`config.mk`:
```
export PLATFORM = sky130hd
export DESIGN_NAME = mul_trap_unit
export DESIGN_NICKNAME = d
export VERILOG_FILES = /design/src/rtl/mul_trap_pkg.sv /design/src/rtl/mul_opnd_cond.sv /design/src/rtl/mul_r4_core.sv /design/src/rtl/mul_result_fmt.sv /design/src/rtl/mul_trap_unit.sv
export SDC_FILE = /design/constraint.sdc
export NUM_CORES = 2
export LEC_CHECK = 0
export CORE_MARGIN = 3
export CORE_UTILIZATION = 25
export DETAILED_ROUTE_END_ITERATION = 8
export DONT_BUFFER_PORTS = 1
export PLACE_DENSITY = 0.38
export SLEW_MARGIN = 0
export SYNTH_ARGS = -nofsm -noshare
export SYNTH_HDL_FRONTEND = slang
export SYNTH_SLANG_ARGS = --single-unit
```
`constraint.sdc`:
```
create_clock -name clk -period 6.7 [get_ports clk]
set_clock_uncertainty 0.05 [all_clocks]
set_input_delay 1.34 -clock clk [delete_from_list [all_inputs] [get_ports clk]]
set_output_delay 1.34 -clock clk [all_outputs]
set_load 0.05 [all_outputs]
```
`src/rtl/mul_trap_pkg.sv`:
```
package mul_trap_pkg;

  localparam int FUNC_W = 7;

  typedef enum logic [FUNC_W-1:0] {
    FN_LONG      = 7'h00,
    FN_QUAD      = 7'h20,
    FN_UHIGH     = 7'h30,
    FN_LONG_CHK  = 7'h40,
    FN_QUAD_CHK  = 7'h60
  } mul_fn_e;

  typedef struct packed {
    logic known;   // a defined function code
    logic narrow;  // operate on sign-extended low halves
    logic high;    // return the upper half of the product
    logic chk;     // evaluate the overflow trap
  } fn_dec_t;

  function automatic fn_dec_t decode_fn(input logic [FUNC_W-1:0] f);
    fn_dec_t d;
    d = '0;
    case (f)
      FN_LONG:     begin d.known = 1'b1; d.narrow = 1'b1; end
      FN_QUAD:     begin d.known = 1'b1; end
      FN_UHIGH:    begin d.known = 1'b1; d.high = 1'b1; end
      FN_LONG_CHK: begin d.known = 1'b1; d.narrow = 1'b1; d.chk = 1'b1; end
      FN_QUAD_CHK: begin d.known = 1'b1; d.chk = 1'b1; end
      default:     d = '0;
    endcase
    return d;
  endfunction

  function automatic logic fn_is_narrow(input logic [FUNC_W-1:0] f);
    return (f == FN_LONG) || (f == FN_LONG_CHK);
  endfunction

endpackage

```
`src/rtl/mul_opnd_cond.sv`:
```
module mul_opnd_cond #(
  parameter int DW = 64
) (
  input  logic [DW-1:0] a_raw,
  input  logic [DW-1:0] b_raw,
  input  logic          narrow,
  output logic [DW-1:0] a_out,
  output logic [DW-1:0] b_out
);
  localparam int HW = DW / 2;

  logic [DW-1:0] a_sx, b_sx;

  // Narrow forms use only the low half, sign-extended to full width.
  assign a_sx  = {{(DW-HW){a_raw[HW-1]}}, a_raw[HW-1:0]};
  assign b_sx  = {{(DW-HW){b_raw[HW-1]}}, b_raw[HW-1:0]};
  assign a_out = narrow ? a_sx : a_raw;
  assign b_out = narrow ? b_sx : b_raw;
endmodule

```
`src/rtl/mul_r4_core.sv`:
```
module mul_r4_core #(
  parameter int DW = 64
) (
  input  logic          clk,
  input  logic          rst_n,
  input  logic          load,
  input  logic [DW-1:0] mcand_in,
  input  logic [DW-1:0] mplier_in,
  output logic [DW-1:0] prod_hi,
  output logic [DW-1:0] prod_lo,
  output logic          prod_done
);
  localparam int STEPS = DW / 2;
  localparam int CW    = $clog2(STEPS + 1);

  logic [DW-1:0] mcand_q;
  logic [DW+1:0] mcand3_q;
  logic [DW-1:0] acc_hi_q, acc_lo_q;
  logic [CW-1:0] steps_left_q;
  logic          done_q;
  logic [DW+1:0] pp, step_sum;

  // Partial product for the two multiplier bits now at the bottom.
  always_comb begin
    case (acc_lo_q[1:0])
      2'd0:    pp = '0;
      2'd1:    pp = {2'b00, mcand_q};
      2'd2:    pp = {1'b0, mcand_q, 1'b0};
      default: pp = mcand3_q;
    endcase
  end

  assign step_sum = {2'b00, acc_hi_q} + pp;

  always_ff @(posedge clk or negedge rst_n) begin
    if (!rst_n) begin
      mcand_q      <= '0;
      mcand3_q     <= '0;
      acc_hi_q     <= '0;
      acc_lo_q     <= '0;
      steps_left_q <= '0;
      done_q       <= 1'b0;
    end else if (load) begin
      mcand_q      <= mcand_in;
      mcand3_q     <= {2'b00, mcand_in} + {1'b0, mcand_in, 1'b0};
      acc_hi_q     <= '0;
      acc_lo_q     <= mplier_in;
      steps_left_q <= CW'(STEPS);
      done_q       <= 1'b0;
    end else if (steps_left_q != '0) begin
      acc_hi_q     <= step_sum[DW+1:2];
      acc_lo_q     <= {step_sum[1:0], acc_lo_q[DW-1:2]};
      steps_left_q <= steps_left_q - CW'(1);
      done_q       <= (steps_left_q == CW'(1));
    end else begin
      done_q       <= 1'b0;
    end
  end

  assign prod_hi   = acc_hi_q;
  assign prod_lo   = acc_lo_q;
  assign prod_done = done_q;
endmodule

```
`src/rtl/mul_result_fmt.sv`:
```
module mul_result_fmt
  import mul_trap_pkg::*;
#(
  parameter int DW = 64
) (
  input  logic [DW-1:0] prod_hi,
  input  logic [DW-1:0] prod_lo,
  input  logic [DW-1:0] opa,
  input  logic [DW-1:0] opb,
  input  fn_dec_t       dec,
  output logic [DW-1:0] res,
  output logic          trap
);
  localparam int HW = DW / 2;

  logic [DW-1:0] long_res, corr_a, corr_b, hi_signed;
  logic [DW-HW:0] long_top;
  logic          long_ovf, quad_ovf;

  // Narrow form: the full signed product fits in DW bits already.
  assign long_res = {{(DW-HW){prod_lo[HW-1]}}, prod_lo[HW-1:0]};
  assign long_top = prod_lo[DW-1:HW-1];
  assign long_ovf = !((&long_top) || !(|long_top));

  // Signed upper half recovered from the unsigned one.
  assign corr_a    = opa[DW-1] ? opb : '0;
  assign corr_b    = opb[DW-1] ? opa : '0;
  assign hi_signed = prod_hi - corr_a - corr_b;
  assign quad_ovf  = !(((~|hi_signed) && !prod_lo[DW-1]) ||
                       ((&hi_signed) && prod_lo[DW-1]));

  always_comb begin
    res  = '0;
    trap = 1'b0;
    if (dec.known) begin
      if (dec.high)        res = prod_hi;
      else if (dec.narrow) res = long_res;
      else                 res = prod_lo;
      trap = dec.chk && (dec.narrow ? long_ovf : quad_ovf);
    end
  end
endmodule

```
`src/rtl/mul_trap_unit.sv`:
```
module mul_trap_unit
  import mul_trap_pkg::*;
#(
  parameter int DW = 64
) (
  input  logic              clk,
  input  logic              rst_n,
  input  logic              in_valid,
  output logic              in_ready,
  input  logic [FUNC_W-1:0] in_func,
  input  logic [DW-1:0]     in_a,
  input  logic [DW-1:0]     in_b,
  output logic              res_valid,
  output logic [DW-1:0]     res_data,
  output logic              res_trap
);
  logic              busy_q;
  logic              accept;
  logic [FUNC_W-1:0] fn_q;
  logic [DW-1:0]     opa_q, opb_q;
  logic [DW-1:0]     a_c, b_c;
  logic [DW-1:0]     prod_hi, prod_lo;
  logic              prod_done;
  fn_dec_t           dec_q;
  logic [DW-1:0]     fmt_res;
  logic              fmt_trap;
  logic              res_valid_q, trap_q;
  logic [DW-1:0]     res_q;

  assign accept = in_valid && !busy_q;

  mul_opnd_cond #(.DW(DW)) u_cond (
    .a_raw  (in_a),
    .b_raw  (in_b),
    .narrow (fn_is_narrow(in_func)),
    .a_out  (a_c),
    .b_out  (b_c)
  );

  mul_r4_core #(.DW(DW)) u_core (
    .clk       (clk),
    .rst_n     (rst_n),
    .load      (accept),
    .mcand_in  (a_c),
    .mplier_in (b_c),
    .prod_hi   (prod_hi),
    .prod_lo   (prod_lo),
    .prod_done (prod_done)
  );

  assign dec_q = decode_fn(fn_q);

  mul_result_fmt #(.DW(DW)) u_fmt (
    .prod_hi (prod_hi),
    .prod_lo (prod_lo),
    .opa     (opa_q),
    .opb     (opb_q),
    .dec     (dec_q),
    .res     (fmt_res),
    .trap    (fmt_trap)
  );

  always_ff @(posedge clk or negedge rst_n) begin
    if (!rst_n) begin
      busy_q      <= 1'b0;
      fn_q        <= '0;
      opa_q       <= '0;
      opb_q       <= '0;
      res_valid_q <= 1'b0;
      res_q       <= '0;
      trap_q      <= 1'b0;
    end else begin
      res_valid_q <= 1'b0;
      if (accept) begin
        busy_q <= 1'b1;
        fn_q   <= in_func;
        opa_q  <= a_c;
        opb_q  <= b_c;
      end
      if (prod_done) begin
        busy_q      <= 1'b0;
        res_valid_q <= 1'b1;
        res_q       <= fmt_res;
        trap_q      <= fmt_trap;
      end
    end
  end

  assign in_ready  = !busy_q;
  assign res_valid = res_valid_q;
  assign res_data  = res_q;
  assign res_trap  = trap_q;
endmodule

```
Word-level counts from Yosys, hierarchy flattened --
Index checks and enable logic that the tools add are counted.
Cells by class: multiplexer cells 25, add/subtract/negate cells 5, reduce and logical (&&, ||, !) cells 26, equality and inequality tests 8
Operator list (count):
- 2-to-1 mux 64 bit | 11
- case mux 66 bit (3 select lines) | 1
- subtractor 64 bit | 2
- adder 64 x 65 -> 66 bit | 1
- adder 64 x 66 -> 66 bit | 1
- AND reduction 64 bit | 1
- OR reduction 64 bit | 1
- AND reduction 33 bit | 1
- OR reduction 33 bit | 1
- == test 7 bit (second input constant) | 3
- == test 7 x 6 -> 1 bit (second input constant) | 2
- zero test 7 bit | 2
- 2-to-1 mux 6 bit | 2
- 2-to-1 mux 1 bit | 11
- == test 6 x 1 -> 1 bit (second input constant) | 1
- zero test 1 bit | 6
- nonzero test 6 bit | 1
- subtractor 6 x 1 -> 6 bit (second input constant) | 1
- OR reduction 5 bit | 1
- logical AND 1 bit | 4
- nonzero test 2 bit | 2
- OR reduction 2 bit | 2
- logical OR 1 bit | 3
- == test 2 x 1 -> 1 bit (second input constant) | 1
- other kinds (2) | 2
Word-level totals: flip-flop bits (word level) 403, input port bits 138, output and inout port bits 67, word-level logic and storage cells 76

Logic depth before layout (Yosys ltp) --
depth after elaboration 11, depth in mapped cells 21, mapped depth without buffers 19

By module --
Synthesis repeated with hierarchy kept, for this count alone.
Second synthesis, totals: cell total of the unflattened synthesis 3801, area, all modules 36213.5 um^2
By module, submodules not included:
- mul_r4_core | times used 1, area each 19328.5 um^2, cells each 2131
- mul_trap_unit | times used 1, area each 7712.4 um^2, cells each 437
- mul_result_fmt | times used 1, area each 7592.3 um^2, cells each 1092
- mul_opnd_cond | times used 1, area each 1580.3 um^2, cells each 141

Least setup slack after synthesis --
Ideal clock, no wire load.
kind reg2reg, start point register u_core.mcand_q[63] (netlist name), end point register trap_q (netlist: res_trap), buffers on the path 2, setup slack 1578 ps, clock period less this slack 5122 ps, library setup time 133 ps, data arrival time 4939 ps, cell stages (with the launch flop) 22, cell sequence dfrtp_1 -> clkbuf_1 -> clkbuf_1 -> nand2_1 -> fa_1 -> inv_1 -> ha_1 -> or2_2 -> fa_1 -> a211oi_2 -> nor4_1 -> a2111o_1 -> a21boi_1 -> or2_1 -> xnor2_1 -> or4_1 -> nor4_1 -> nand4b_1 -> nor4_1 -> nand4_1 -> nor3_1 -> a21oi_1
RTL lines:
- end signal: assignment | line mul_trap_unit.sv:84 | trap_q <= fmt_trap;
- end: declaration | line mul_trap_unit.sv:27 | logic res_valid_q, trap_q;

==> results.toml <==
[run_status]
status = "complete, but fails checks"
failed_checks = "max-slew violations"

[critical_path]
endpoint_kind = "flop"
worstSetupPathType = "flop to flop"
required_ps = 7140
critPathArrivalTime_ps = 6040
worst-path-max-fanout = 17
crit_path_start_kind = "flop"
reg2regPathDepth = 19

[cts]
clock_sinks = 402
tritoncts = "yes"
ctsResizeCount = 0
cts_max_level = 2
cts_buffer_depth = 3
cts_root_buf = "clkbuf_16"
ctsHoldBuffers = 0
post-cts-setup-buffer-count = 0
clk_pin_slew_worst_paths_ps = 70
clk_latency_ps = 620
cts_buffers = 51

[detailed_routing]
drtIter0Drc = 1902
ant_nets = 0
wirelength_mm = 120
wl_per_cell_um = 23.0
viasPerCell = 5.06
vias = 26478
dr.pass1.iters = 5
drc_errors = 0

[yosys]
syn_avg_cell_area_um2 = 8.26
synth_nets = 4090
synth_warnings = 0
synth_flop_cell = "dfrtp_1"
synth_area_um2 = 30500
synth_edf_count = 0
syn_inst = 3690
synth_seq_area_share_pct = 33.0
synthArstFlopShare_pct = 100
ys_seq_elements = 402
synth_cell_types = 84

[die]
die_y_um = 355
fp.dieW_um = 355
initial_core_util_pct = 25.3
core_um2 = 120000
num_rows = 127
ioPinCount = 205
dieArea_um2 = 126000

[grt]
grt_pass1_vias = 26657
top_usage_layer = "met1"
grt_pass1_wl_mm = 180
grt.overflow.total = 0
grt_max_degree = 403
grtUsageMet3_pct = 4.02
use_met2_pct = 27.1
antenna_found_initial = 10
grt_util_met1_pct = 27.7
track_usage_pct = 18.6

[timing]
drv_slew = 304
tns_ps = 0
fmax_mhz = 179
post-route-min-period_ps = 5600
setup_viol = 0
relSlewSlack_pct = -142
tightestPinTransition_ps = 3630
fin_crit_sh_pct = 83.5
grt_setup_unrepaired = "no"
hold_viol = 0

[place]
port_buffers = 0
gp_congestion = 0.909
place_hpwl_mm = 92.0

[cells_and_area]
layout_common_cells = "nand2_1, dfrtp_1, a21oi_1, o21ai_0, ha_1"
syn2layout_area_growth_pct = 11.1
layout_commonest_cell = "nand2_1"
layout.nets = 3976
drive_gt1_share_pct = 6.36
fillers = 13254
multi_input_comb_area_um2 = 19200
register_area_um2 = 10100

[hold_path]
hp-class = "primary input to async pin"

[job]
drv_cap = 0
-- cells by family (layout without fill, tap and decap cells) --
group | Yosys count | count (layout) | synth area share (%)
simple gates | 1272 | 1272 | 18.0
xor+xnor | 180 | 180 | 5.18
compound gates | 1135 | 1135 | 23.6
flops | 402 | 402 | 33.0
mux | 100 | 100 | 3.56
other cells | 0 | 5 | 0
buf+inv | 339 | 265 | 4.23
fa+ha+maj | 262 | 262 | 12.4
-- layout make-up --
| class | count | share of cell area (%) |
|---|---|---|
| Timing Repair Buffer | 36 | 0.910 |
| Inverter | 136 | 1.51 |
| Antenna cell | 5 | 0.0370 |
| Clock buffer | 69 | 4.39 |
| Sequential cell | 402 | 29.7 |
| Tap cell | 1612 | 5.96 |
| Multi-Input combinational cell | 2949 | 56.6 |
| Clock inverter | 24 | 0.843 |
-- flip-flops by register name, indices dropped and copies added, names as in the netlist --
signal,cells
fn_q,7
u_core.mcand3_q,66
res_data,64
u_core.mcand_q,63
u_core.prod_lo,64
res_trap,1
u_core.prod_done,1
u_core.steps_left_q,6
res_valid,1
opb_q,64
busy_q,1
u_core.prod_hi,64
-- metal layers --
metal	part of all wire (%)	vias up
li1	-	12917
met1	50	12831
met2	41	591
met3	6.0	127
met4	2.4	12
met5	0.071	-
-- through the flow --
stage	cells	cell area [um^2]	utilization (%)	hold slack, ps	setup WS, ps
floorplan	3690	30500	-	388	1580
global placement	5135	32100	26.6	410	822
detailed placement	5135	32100	26.6	416	751
CTS	5228	33800	28.1	336	1110
global route	5230	33800	28.1	356	812
finish	5233	33800	28.1	389	1100
-- worst max-delay path, stage by stage, from the launching register on --
cell and delay (ps):
dfrtp_2 590, nand2_1 130, fa_1 540, inv_1 50, ha_1 180, or2_2 300, fa_1 420, a211oi_2 370
nor4_1 160, a2111o_1 460, a21boi_1 280, or2_1 180, xnor2_1 80, or4_1 400, nor4_1 400, nand4b_1 150
nor4_1 350, nand4_1 130, nor3_1 180, a21oi_1 90
-- synthesized netlist by cell type, types with 17 or more instances --
cell	n	area [um^2]
o21a_1	17	128
inv_1	135	507
dfrtp_1	402	10100
mux2i_1	34	340
nor2_1	185	694
fa_1	65	1300
clkbuf_1	177	664
mux2_2	66	743
nor2b_1	18	113
and3_1	24	150
o21ai_1	43	215
nand2_1	785	2950
o21ai_0	223	1120
nand2b_1	22	138
xnor2_1	114	998
ha_1	197	2460
a21o_1	145	1090
a21oi_1	314	1570
xor2_1	66	578
nor3_1	45	225
a22o_1	63	552
o21bai_1	35	263
nor4_1	27	169
o221ai_1	22	193
a31oi_1	60	375
nand3_1	48	240
nand4_1	47	294
a211oi_1	28	210
buf_1	17	63.8
o22ai_1	66	413
-- final timing paths --
path | startpoint | endpoint | slack [ps]
hold / removal | rst_n | res_data[44] | 390
hold reg to reg | u_core.mcand3_q[11] | u_core.mcand3_q[11] | 430
setup / recovery | u_core.mcand_q[63] | res_trap | 1100
max in group asynchronous | rst_n | u_core.mcand3_q[6] | 3370
min in group clk | u_core.mcand3_q[11] | u_core.mcand3_q[11] | 430
setup reg to reg | u_core.mcand_q[63] | res_trap | 1100
Power is left out: the tool's default activity adds up to more than one toggle a clock period on the data nets, which glitch-free logic cannot reach.
